**config.mk**
```make
export PLATFORM = sky130hd
export DESIGN_NAME = adc_seq_core
export DESIGN_NICKNAME = d
export VERILOG_FILES = /design/src/rtl/adc_seq_pkg.sv /design/src/rtl/adc_seq_fsm.sv /design/src/rtl/adc_sar_reg.sv /design/src/rtl/adc_irq_ctl.sv /design/src/rtl/adc_seq_core.sv
export SDC_FILE = /design/constraint.sdc
export NUM_CORES = 1
export LEC_CHECK = 0
export ABC_CLOCK_PERIOD_IN_PS = 1700
export BUFFER_PORTS_ARGS = -buffer_cell sky130_fd_sc_hd__buf_4
export CAP_MARGIN = 25
export CORE_MARGIN = 2
export CORE_UTILIZATION = 53
export DETAILED_ROUTE_END_ITERATION = 7
export GPL_ROUTABILITY_DRIVEN = 0
export PLACE_DENSITY = 0.77
export REMOVE_ABC_BUFFERS = 1
export SLEW_MARGIN = 40
export SYNTH_ARGS = -nofsm -noshare
export SYNTH_HDL_FRONTEND = slang
export SYNTH_SLANG_ARGS = --single-unit
```
**constraint.sdc**
```tcl
create_clock -name clk -period 1.7 [get_ports clk]
set_input_delay 0.255 -clock clk [delete_from_list [all_inputs] [get_ports clk]]
set_output_delay 0.255 -clock clk [all_outputs]
set_load 0.02 [all_outputs]
```
**src/rtl/adc_seq_pkg.sv**
```systemverilog
package adc_seq_pkg;

    localparam int CH_W     = 3;
    localparam int CTRL_W   = 6;
    localparam int BIP_BIT  = 3;
    localparam int EXT_BIT  = 4;
    localparam int TRIG_BIT = 5;

    typedef enum logic [1:0] {
        ST_IDLE,
        ST_ACQ_INT,
        ST_ACQ_EXT,
        ST_CONV
    } seq_state_e;

    typedef struct packed {
        logic            ext;
        logic            bip;
        logic [CH_W-1:0] ch;
    } ctrl_t;

    function automatic ctrl_t decode_ctrl(input logic [CTRL_W-1:0] word);
        ctrl_t c;
        c.ch  = word[CH_W-1:0];
        c.bip = word[BIP_BIT];
        c.ext = word[EXT_BIT];
        return c;
    endfunction

endpackage

```
**src/rtl/adc_seq_fsm.sv**
```systemverilog
module adc_seq_fsm
    import adc_seq_pkg::*;
#(
    parameter int ACQ_CYC  = 3,
    parameter int CONV_CYC = 13
) (
    input  logic  clk,
    input  logic  rst,
    input  logic  wr_evt,
    input  logic  trig,
    input  ctrl_t ctrl,
    output ctrl_t cur_cfg,
    output ctrl_t conv_cfg,
    output logic  busy,
    output logic  decide,
    output logic  done
);
    localparam int MAX_CYC = (ACQ_CYC > CONV_CYC) ? ACQ_CYC : CONV_CYC;
    localparam int CNT_W   = $clog2(MAX_CYC + 1);

    seq_state_e       state;
    logic [CNT_W-1:0] cnt;

    always_ff @(posedge clk) begin
        if (rst) begin
            state    <= ST_IDLE;
            cnt      <= '0;
            cur_cfg  <= '0;
            conv_cfg <= '0;
        end else if (wr_evt) begin
            cnt <= '0;
            if (state == ST_ACQ_EXT && trig) begin
                state    <= ST_CONV;
                conv_cfg <= cur_cfg;
            end else begin
                cur_cfg <= ctrl;
                state   <= ctrl.ext ? ST_ACQ_EXT : ST_ACQ_INT;
            end
        end else begin
            unique case (state)
                ST_ACQ_INT: begin
                    if (cnt == CNT_W'(ACQ_CYC - 1)) begin
                        state    <= ST_CONV;
                        cnt      <= '0;
                        conv_cfg <= cur_cfg;
                    end else begin
                        cnt <= cnt + CNT_W'(1);
                    end
                end
                ST_CONV: begin
                    if (cnt == CNT_W'(CONV_CYC - 1)) begin
                        state <= ST_IDLE;
                        cnt   <= '0;
                    end else begin
                        cnt <= cnt + CNT_W'(1);
                    end
                end
                default: cnt <= '0;
            endcase
        end
    end

    always_comb begin
        busy   = (state == ST_CONV);
        decide = busy && (cnt != '0) && !wr_evt;
        done   = busy && (cnt == CNT_W'(CONV_CYC - 1)) && !wr_evt;
    end

endmodule

```
**src/rtl/adc_sar_reg.sv**
```systemverilog
module adc_sar_reg #(
    parameter int RES_W = 12
) (
    input  logic             clk,
    input  logic             rst,
    input  logic             decide,
    input  logic             done,
    input  logic             bip,
    input  logic             bit_in,
    output logic [RES_W-1:0] result
);
    logic [RES_W-2:0] shift;
    logic [RES_W-1:0] raw;

    function automatic logic [RES_W-1:0] apply_coding(input logic [RES_W-1:0] code,
                                                      input logic two_c);
        logic [RES_W-1:0] flip;
        flip = '0;
        flip[RES_W-1] = !two_c;
        return code ^ flip;
    endfunction

    assign raw = {shift, bit_in};

    always_ff @(posedge clk) begin
        if (rst) begin
            shift  <= '0;
            result <= '0;
        end else begin
            if (decide) shift <= raw[RES_W-2:0];
            if (done)   result <= apply_coding(raw, bip);
        end
    end

endmodule

```
**src/rtl/adc_irq_ctl.sv**
```systemverilog
module adc_irq_ctl (
    input  logic clk,
    input  logic rst,
    input  logic done,
    input  logic wr_evt,
    input  logic rd_evt,
    output logic int_n
);
    always_ff @(posedge clk) begin
        if (rst)                  int_n <= 1'b1;
        else if (done)            int_n <= 1'b0;
        else if (wr_evt || rd_evt) int_n <= 1'b1;
    end
endmodule

```
**src/rtl/adc_seq_core.sv**
```systemverilog
module adc_seq_core
    import adc_seq_pkg::*;
#(
    parameter int RES_W   = 12,
    parameter int ACQ_CYC = 3
) (
    input  logic              clk,
    input  logic              rst,
    input  logic              sel_n,
    input  logic              wr_n,
    input  logic              rd_n,
    input  logic [CTRL_W-1:0] ctrl_in,
    input  logic              bit_in,
    output logic [RES_W-1:0]  data_out,
    output logic              data_oe,
    output logic              int_n,
    output logic              busy,
    output logic [CH_W-1:0]   mux_ch
);
    localparam int CONV_CYC = RES_W + 1;

    logic  wr_evt, rd_evt, decide, done;
    ctrl_t cur_cfg, conv_cfg;

    assign wr_evt = !sel_n && !wr_n;
    assign rd_evt = !sel_n && !rd_n;

    adc_seq_fsm #(.ACQ_CYC(ACQ_CYC), .CONV_CYC(CONV_CYC)) u_fsm (
        .clk(clk), .rst(rst), .wr_evt(wr_evt), .trig(ctrl_in[TRIG_BIT]),
        .ctrl(decode_ctrl(ctrl_in)), .cur_cfg(cur_cfg), .conv_cfg(conv_cfg),
        .busy(busy), .decide(decide), .done(done)
    );

    adc_sar_reg #(.RES_W(RES_W)) u_sar (
        .clk(clk), .rst(rst), .decide(decide), .done(done),
        .bip(conv_cfg.bip), .bit_in(bit_in), .result(data_out)
    );

    adc_irq_ctl u_irq (
        .clk(clk), .rst(rst), .done(done), .wr_evt(wr_evt),
        .rd_evt(rd_evt), .int_n(int_n)
    );

    assign data_oe = rd_evt;
    assign mux_ch  = cur_cfg.ch;

endmodule

```
== Word level (Yosys, flattened, before mapping) ==
Cells that the tools add are included.

* Add/sub/neg operators: 1
* Equal/unequal tests: 8
* Mux-type cells: 15
* Bitwise operators: 2
* Reductions and logical operators: 22

{| class="wikitable"
|+ Operators by type and width
! kind !! number
|-
| two-way mux 4 bit || 6
|-
| XOR 12 bit || 1
|-
| two-way mux 2 bit || 5
|-
| case mux 4 bit (2 select lines) || 1
|-
| logical AND 1 bit || 7
|-
| != test 3 x 1 -> 1 bit (second input constant) || 2
|-
| AND reduction 3 bit || 2
|-
| nonzero test 2 bit || 3
|-
| logical NOT 1 bit || 5
|-
| adder 4 x 1 -> 4 bit (second input constant) || 1
|-
| equality test 2 bit (second input constant) || 2
|-
| equality test 4 x 2 -> 1 bit (second input constant) || 1
|-
| equality test 4 bit (second input constant) || 1
|-
| case mux 2 bit (2 select lines) || 1
|-
| nonzero test 4 bit || 1
|-
| nonzero test 3 bit || 1
|-
| equality test 2 x 1 -> 1 bit (second input constant) || 1
|-
| two-way mux 1 bit || 2
|-
| != test 2 bit (second input constant) || 1
|-
| AND reduction 2 bit || 1
|-
| OR reduction 2 bit || 1
|-
| logical OR 1 bit || 1
|-
| inverter 1 bit || 1
|}

* Register bits after elaboration: 35
* Word-level logic and storage cells: 56

== Depth between registers and ports, before layout ==
* Word-level depth: 5
* Gate-level depth with buffers: 6

== By module ==
A second synthesis with hierarchy kept.

* Cell total of the unflattened synthesis: 165
* Area total of the unflattened synthesis: 1636.6 µm²

{| class="wikitable"
|+ By module, submodules not included
! module !! instances !! cells an instance !! area an instance (µm²) !! seq. area each (µm²)
|-
| adc_sar_reg || 1 || 75 || 827.0 || 460.4
|-
| adc_seq_fsm || 1 || 85 || 769.5 || 320.3
|-
| adc_irq_ctl || 1 || 3 || 32.5 || 20.0
|-
| adc_seq_core || 1 || 2 || 7.5 || 0.0
|}

== Worst setup path before layout ==
No wires, ideal clock.

* Kind: register to register
* Start point: register u_fsm.cnt[0]
* End point: register u_fsm.cnt[2]
* Setup time: 0.064 ns
* Arrival time: 1.404 ns
* Path slack: 0.232 ns
* Cell stages (with the launch flop): 6
* Clock period less this slack: 1.468 ns
* Path through: dfxtp_1 > inv_1 > ha_1 > and4_4 > or4_4 > nor2_1

* Longest elaborated chain between the ends: 3
* Elaborated cells on any way between the ends: 6

{| class="wikitable"
|+ RTL lines
! item !! RTL line !! source
|-
| start: declaration || adc_seq_fsm.sv:22 || <nowiki>logic [CNT_W-1:0] cnt;</nowiki>
|-
| start signal: assignment || adc_seq_fsm.sv:47 || <nowiki>cnt <= cnt + CNT_W'(1);</nowiki>
|-
| start signal: assignment || adc_seq_fsm.sv:55 || <nowiki>cnt <= cnt + CNT_W'(1);</nowiki>
|-
| adder 4 x 1 -> 4 bit, or another cell as far along || adc_seq_fsm.sv:47, adc_seq_fsm.sv:55 ||
|-
| two-way mux 4 bit (on tied branches) || adc_seq_fsm.sv:51, adc_seq_fsm.sv:42 ||
|-
| case mux 4 bit (2 select lines) (*) || adc_seq_fsm.sv:40 || <nowiki>unique case (state)</nowiki>
|}

Mark *: on every way between the ends. The rest lies on a longest branch, timed or not.
A chain may end at the register's enable or synchronous reset.

== Worst setup path in the final report ==
* Start point: register u_fsm.cnt[0]
* End point: register u_sar.shift[8]

* Longest elaborated chain between the ends: 3

{| class="wikitable"
|+ RTL lines
! item !! RTL line !! source
|-
| nonzero test 4 bit || adc_seq_fsm.sv:65 || <nowiki>decide = busy && (cnt != '0) && !wr_evt;</nowiki>
|-
| logical AND 1 bit (2 in a row) || adc_seq_fsm.sv:65 ||
|-
| end signal: assignment || adc_sar_reg.sv:30 || <nowiki>if (decide) shift <= raw[RES_W-2:0];</nowiki>
|-
| end: declaration || adc_sar_reg.sv:12 || <nowiki>logic [RES_W-2:0] shift;</nowiki>
|}

Every way passes these cells.

==> flow_summary_export.csv <==
group,metric,value,unit
sta,fin_worst_skew,0.00993,ns
placed_design,placed_cell_area,1720,um2
sta,slew_headroom,65.4,%
clocking,clkTransAtPathRegs,0.11,ns
cells_and_area,n_fill_cell,225,
synthesis,ys_seq_elements,35,
cells_and_area,nets,218,
sta,post-route-min-period,1.61,ns
power,power,1.38,mW
cells_and_area,final_area,1790,um2
sta,final_max_slew_viol_count,0,
floorplanning,fp-row-count,19,
min_path,hold_class,"in2reg",
routing,vias_per_cell,5.97,
synthesis,yosys_warnings,0,
routing,ant_nets,0,
synthesis,synthCells,177,
placed_design,dp_hpwl,2330,um
setup_path,cpPeakStageDelay,0.60,ns
global_route,grt_pass1_wl,5620,um
clocking,cts_buffers,5,
global_route,grt_overflow,0,
power,worst_ir_drop_vdd,0.661,mV
routing,remaining_drc_errors,0,
routing,wl_per_cell,14.5,um
routing,drt_iter0_markers,67,
synthesis,ys_top_cells_by_area,"dfxtp_1 (47%), a21oi_1 (9.7%), nand3_1 (9.3%)",
setup_path,cp.arrival,1.82,ns
sta,rsz0062_at_grt,"false",
clocking,cts_setup_buffers,0,
setup_path,path_delay_family,"simple AND/OR/NAND/NOR gates",
synthesis,yosysTopAreaCell,"dfxtp_1",
clocking,clock-sinks,35,
sta,worst_pin_slew,0.517,ns
setup_path,start_kind,"flip-flop",
floorplanning,die_w,57.2,um
setup_path,path_buf_inv,1,
synthesis,syn_area,1500,um2
setup_path,critical_path.max_fanout,11,
setup_path,crit_required,1.91,ns
cells_and_area,area_delta_synth_final,19.3,%
setup_path,crit_slowest_cell,"or3b_2",
clocking,cts_root_buffer,"clkbuf_4",
clocking,clkLatencyLatePin,0.33,ns
outcome,outcome,"finished, final reports clean",
clocking,cts.path.max_buffers,2,
sta,finalCritPeriodShare,94.9,%
floorplanning,start_util,54.9,%
floorplanning,io_pins,30,
routing,vias,1403,
sta,fmaxAchievable,620,MHz
floorplanning,fp.dieH,57.2,um
cells_and_area,drive_above_1_share,24.0,%
global_route,grt_pass1_vias,1318,
clocking,htree_levels,2,
global_route,grt_max_degree,34,
power,powerDensity,772,nW/um2
setup_path,cp_cell_sequence,"inv_1 > ha_1 > or3b_2 > nand3_1 > a21oi_1",
run,drv_cap,0,
cells_and_area,antenna_cells,0,
synthesis,netlist-cell-type-count,35,
setup_path,worst_setup_path_end_kind,"flip-flop",
routing,totalWireLength,3410,um
sta,hold_viol_final,0,
global_route,grt_usage,22.2,%
routing,first_pass_iters,4,
global_route,antenna_found_initial,0,
setup_path,criticalPathCategory,"reg2reg",
floorplanning,floorplan.die_area,3270,um2
synthesis,seq_area_frac_synth,46.7,%
clocking,cts-hold-fix-buffers,0,
sta,final-setup-viol-count,0,
clocking,cts_tree,"yes",
placed_design,portBuffers,29,
synthesis,synth_top_area_share,46.7,%
synthesis,avgSynthCellArea,8.48,um2
power,p_leak,0.667,nW
floorplanning,coreArea,2730,um2
[placed cells by master (no fill, tap or decap)]
cell type,synthesis,routed
nand3b_1,1,1
a211oi_1,1,1
o211ai_1,1,1
nor3b_4,0,1
nand2b_1,2,2
or4_4,1,1
and2b_1,1,1
mux2i_1,1,1
o21ai_2,1,1
nor2_1,9,9
o211a_1,1,1
o21a_1,1,1
nor4b_1,1,1
xor2_1,1,1
o21bai_1,1,1
or3b_2,1,1
or2_2,1,1
and2_1,1,1
dfxtp_2,0,1
clkbuf_1,7,1
dfxtp_1,35,34
and3b_1,1,1
inv_1,3,3
clkinvlp_4,0,1
a311oi_1,1,1
o21ai_0,28,28
a21oi_1,29,29
clkbuf_4,0,5
a32oi_1,1,1
clkinv_2,0,1
ha_1,3,3
buf_4,3,35
nand4_1,1,1
and4_4,1,1
nand3_1,28,28
xnor2_1,2,2
a22oi_1,1,1
[registers in the layout (all words and copies together), names as in the netlist]
register	cells
u_sar.result	12
u_sar.shift	11
u_fsm.cnt	4
u_fsm.cur_cfg	4
u_fsm.state	2
u_fsm.conv_cfg	1
u_irq.int_n	1
[worst reg2reg max path: stages, from the launching register on]
cell and delay (ns):
dfxtp_2 0.36, inv_1 0.09, ha_1 0.23, or3b_2 0.60, nand3_1 0.14, a21oi_1 0.07
[Yosys cell counts, drive strengths merged]
cell,n
o21a,1
nor4b,1
and4,1
or3b,1
clkbuf,8
nand4,1
mux2i,1
and3b,1
nand3b,1
o21bai,1
a22oi,1
buf,8
o21ai,29
and2,1
ha,3
xor2,1
nand2b,2
o211ai,1
or4,1
a311oi,1
dfxtp,35
and2b,1
o211a,1
or2,1
nor3b,1
xnor2,2
nor2,9
nand3,28
inv,3
a32oi,1
a211oi,1
a21oi,29
[where the power goes]
| part | switching (mW) | internal (mW) |
|---|---|---|
| registers | 0.00918 | 0.828 |
| clock network | 0.278 | 0.160 |
| logic | 0.0626 | 0.0443 |
| total | 0.350 | 1.03 |
[per-layer routing]
metal  GRT usage [%]  vias up  part of all wire [%]
met5               0        -                     0
met2            33.0       51                    50
li1                -      685                     -
met3            6.12       10                   6.1
met4            15.0        0                   1.9
met1            27.9      657                    42
[final cells by class]
type                            count  area [um2]  share of cell area (%)
Clock buffer                        6        41.3                    2.31
Clock inverter                      2        12.5                   0.699
Inverter                            3        11.3                   0.629
Multi-Input combinational cell    123         721                    40.3
Sequential cell                    35         702                    39.2
Tap cell                           31        38.8                    2.17
Timing Repair Buffer               35         263                    14.7
[kinds of logic after synthesis]
logic type / synth area share, %
adders and majority gates: 2.50
and+or+nand+nor: 18.4
xor gates and xnor gates: 1.75
buffers and inverters: 6.00
muxes: 0.667
AOI/OAI and AO/OA: 23.9
DFF: 46.7
[repair_timing]
item                                   4_1_cts  5_1_grt
setup endpoints to repair                   11        5
endpoints found under the hold margin        0        0
resized for setup                            1        2
[final timing paths]
check | from | to | slack [ns] | depth (start not counted)
worst max-delay path | u_fsm.cnt[0] | u_sar.shift[8] | 0.09 | 5
worst min register to register | u_fsm.cnt[0] | u_fsm.cnt[0] | 0.45 | 1
worst min-delay path | ctrl_in[4] | u_fsm.state[0] | 0.14 | 2
worst max register to register | u_fsm.cnt[0] | u_sar.shift[8] | 0.09 | 5
[per-stage QoR]
| stage | std cells | setup slack [ns] | util [%] | TNS (ns) | hold slack, ns |
|---|---|---|---|---|---|
| 6_report | 235 | 0.0861 | 65.4 | 0 | 0.143 |
| 5_1_grt | 235 | 0.0358 | 65.4 | 0 | 0.122 |
| 4_1_cts | 235 | 0.0959 | 65.2 | 0 | 0.123 |
| 3_5_place_dp | 227 | -0.154 | 63.0 | -1.38 | 0.465 |
| 3_3_place_gp | 227 | -0.0258 | 63.0 | -0.0969 | 0.440 |
| 2_1_floorplan | 161 | 0.192 | - | 0 | 0.324 |
Power figures use the tool's default switching activity.
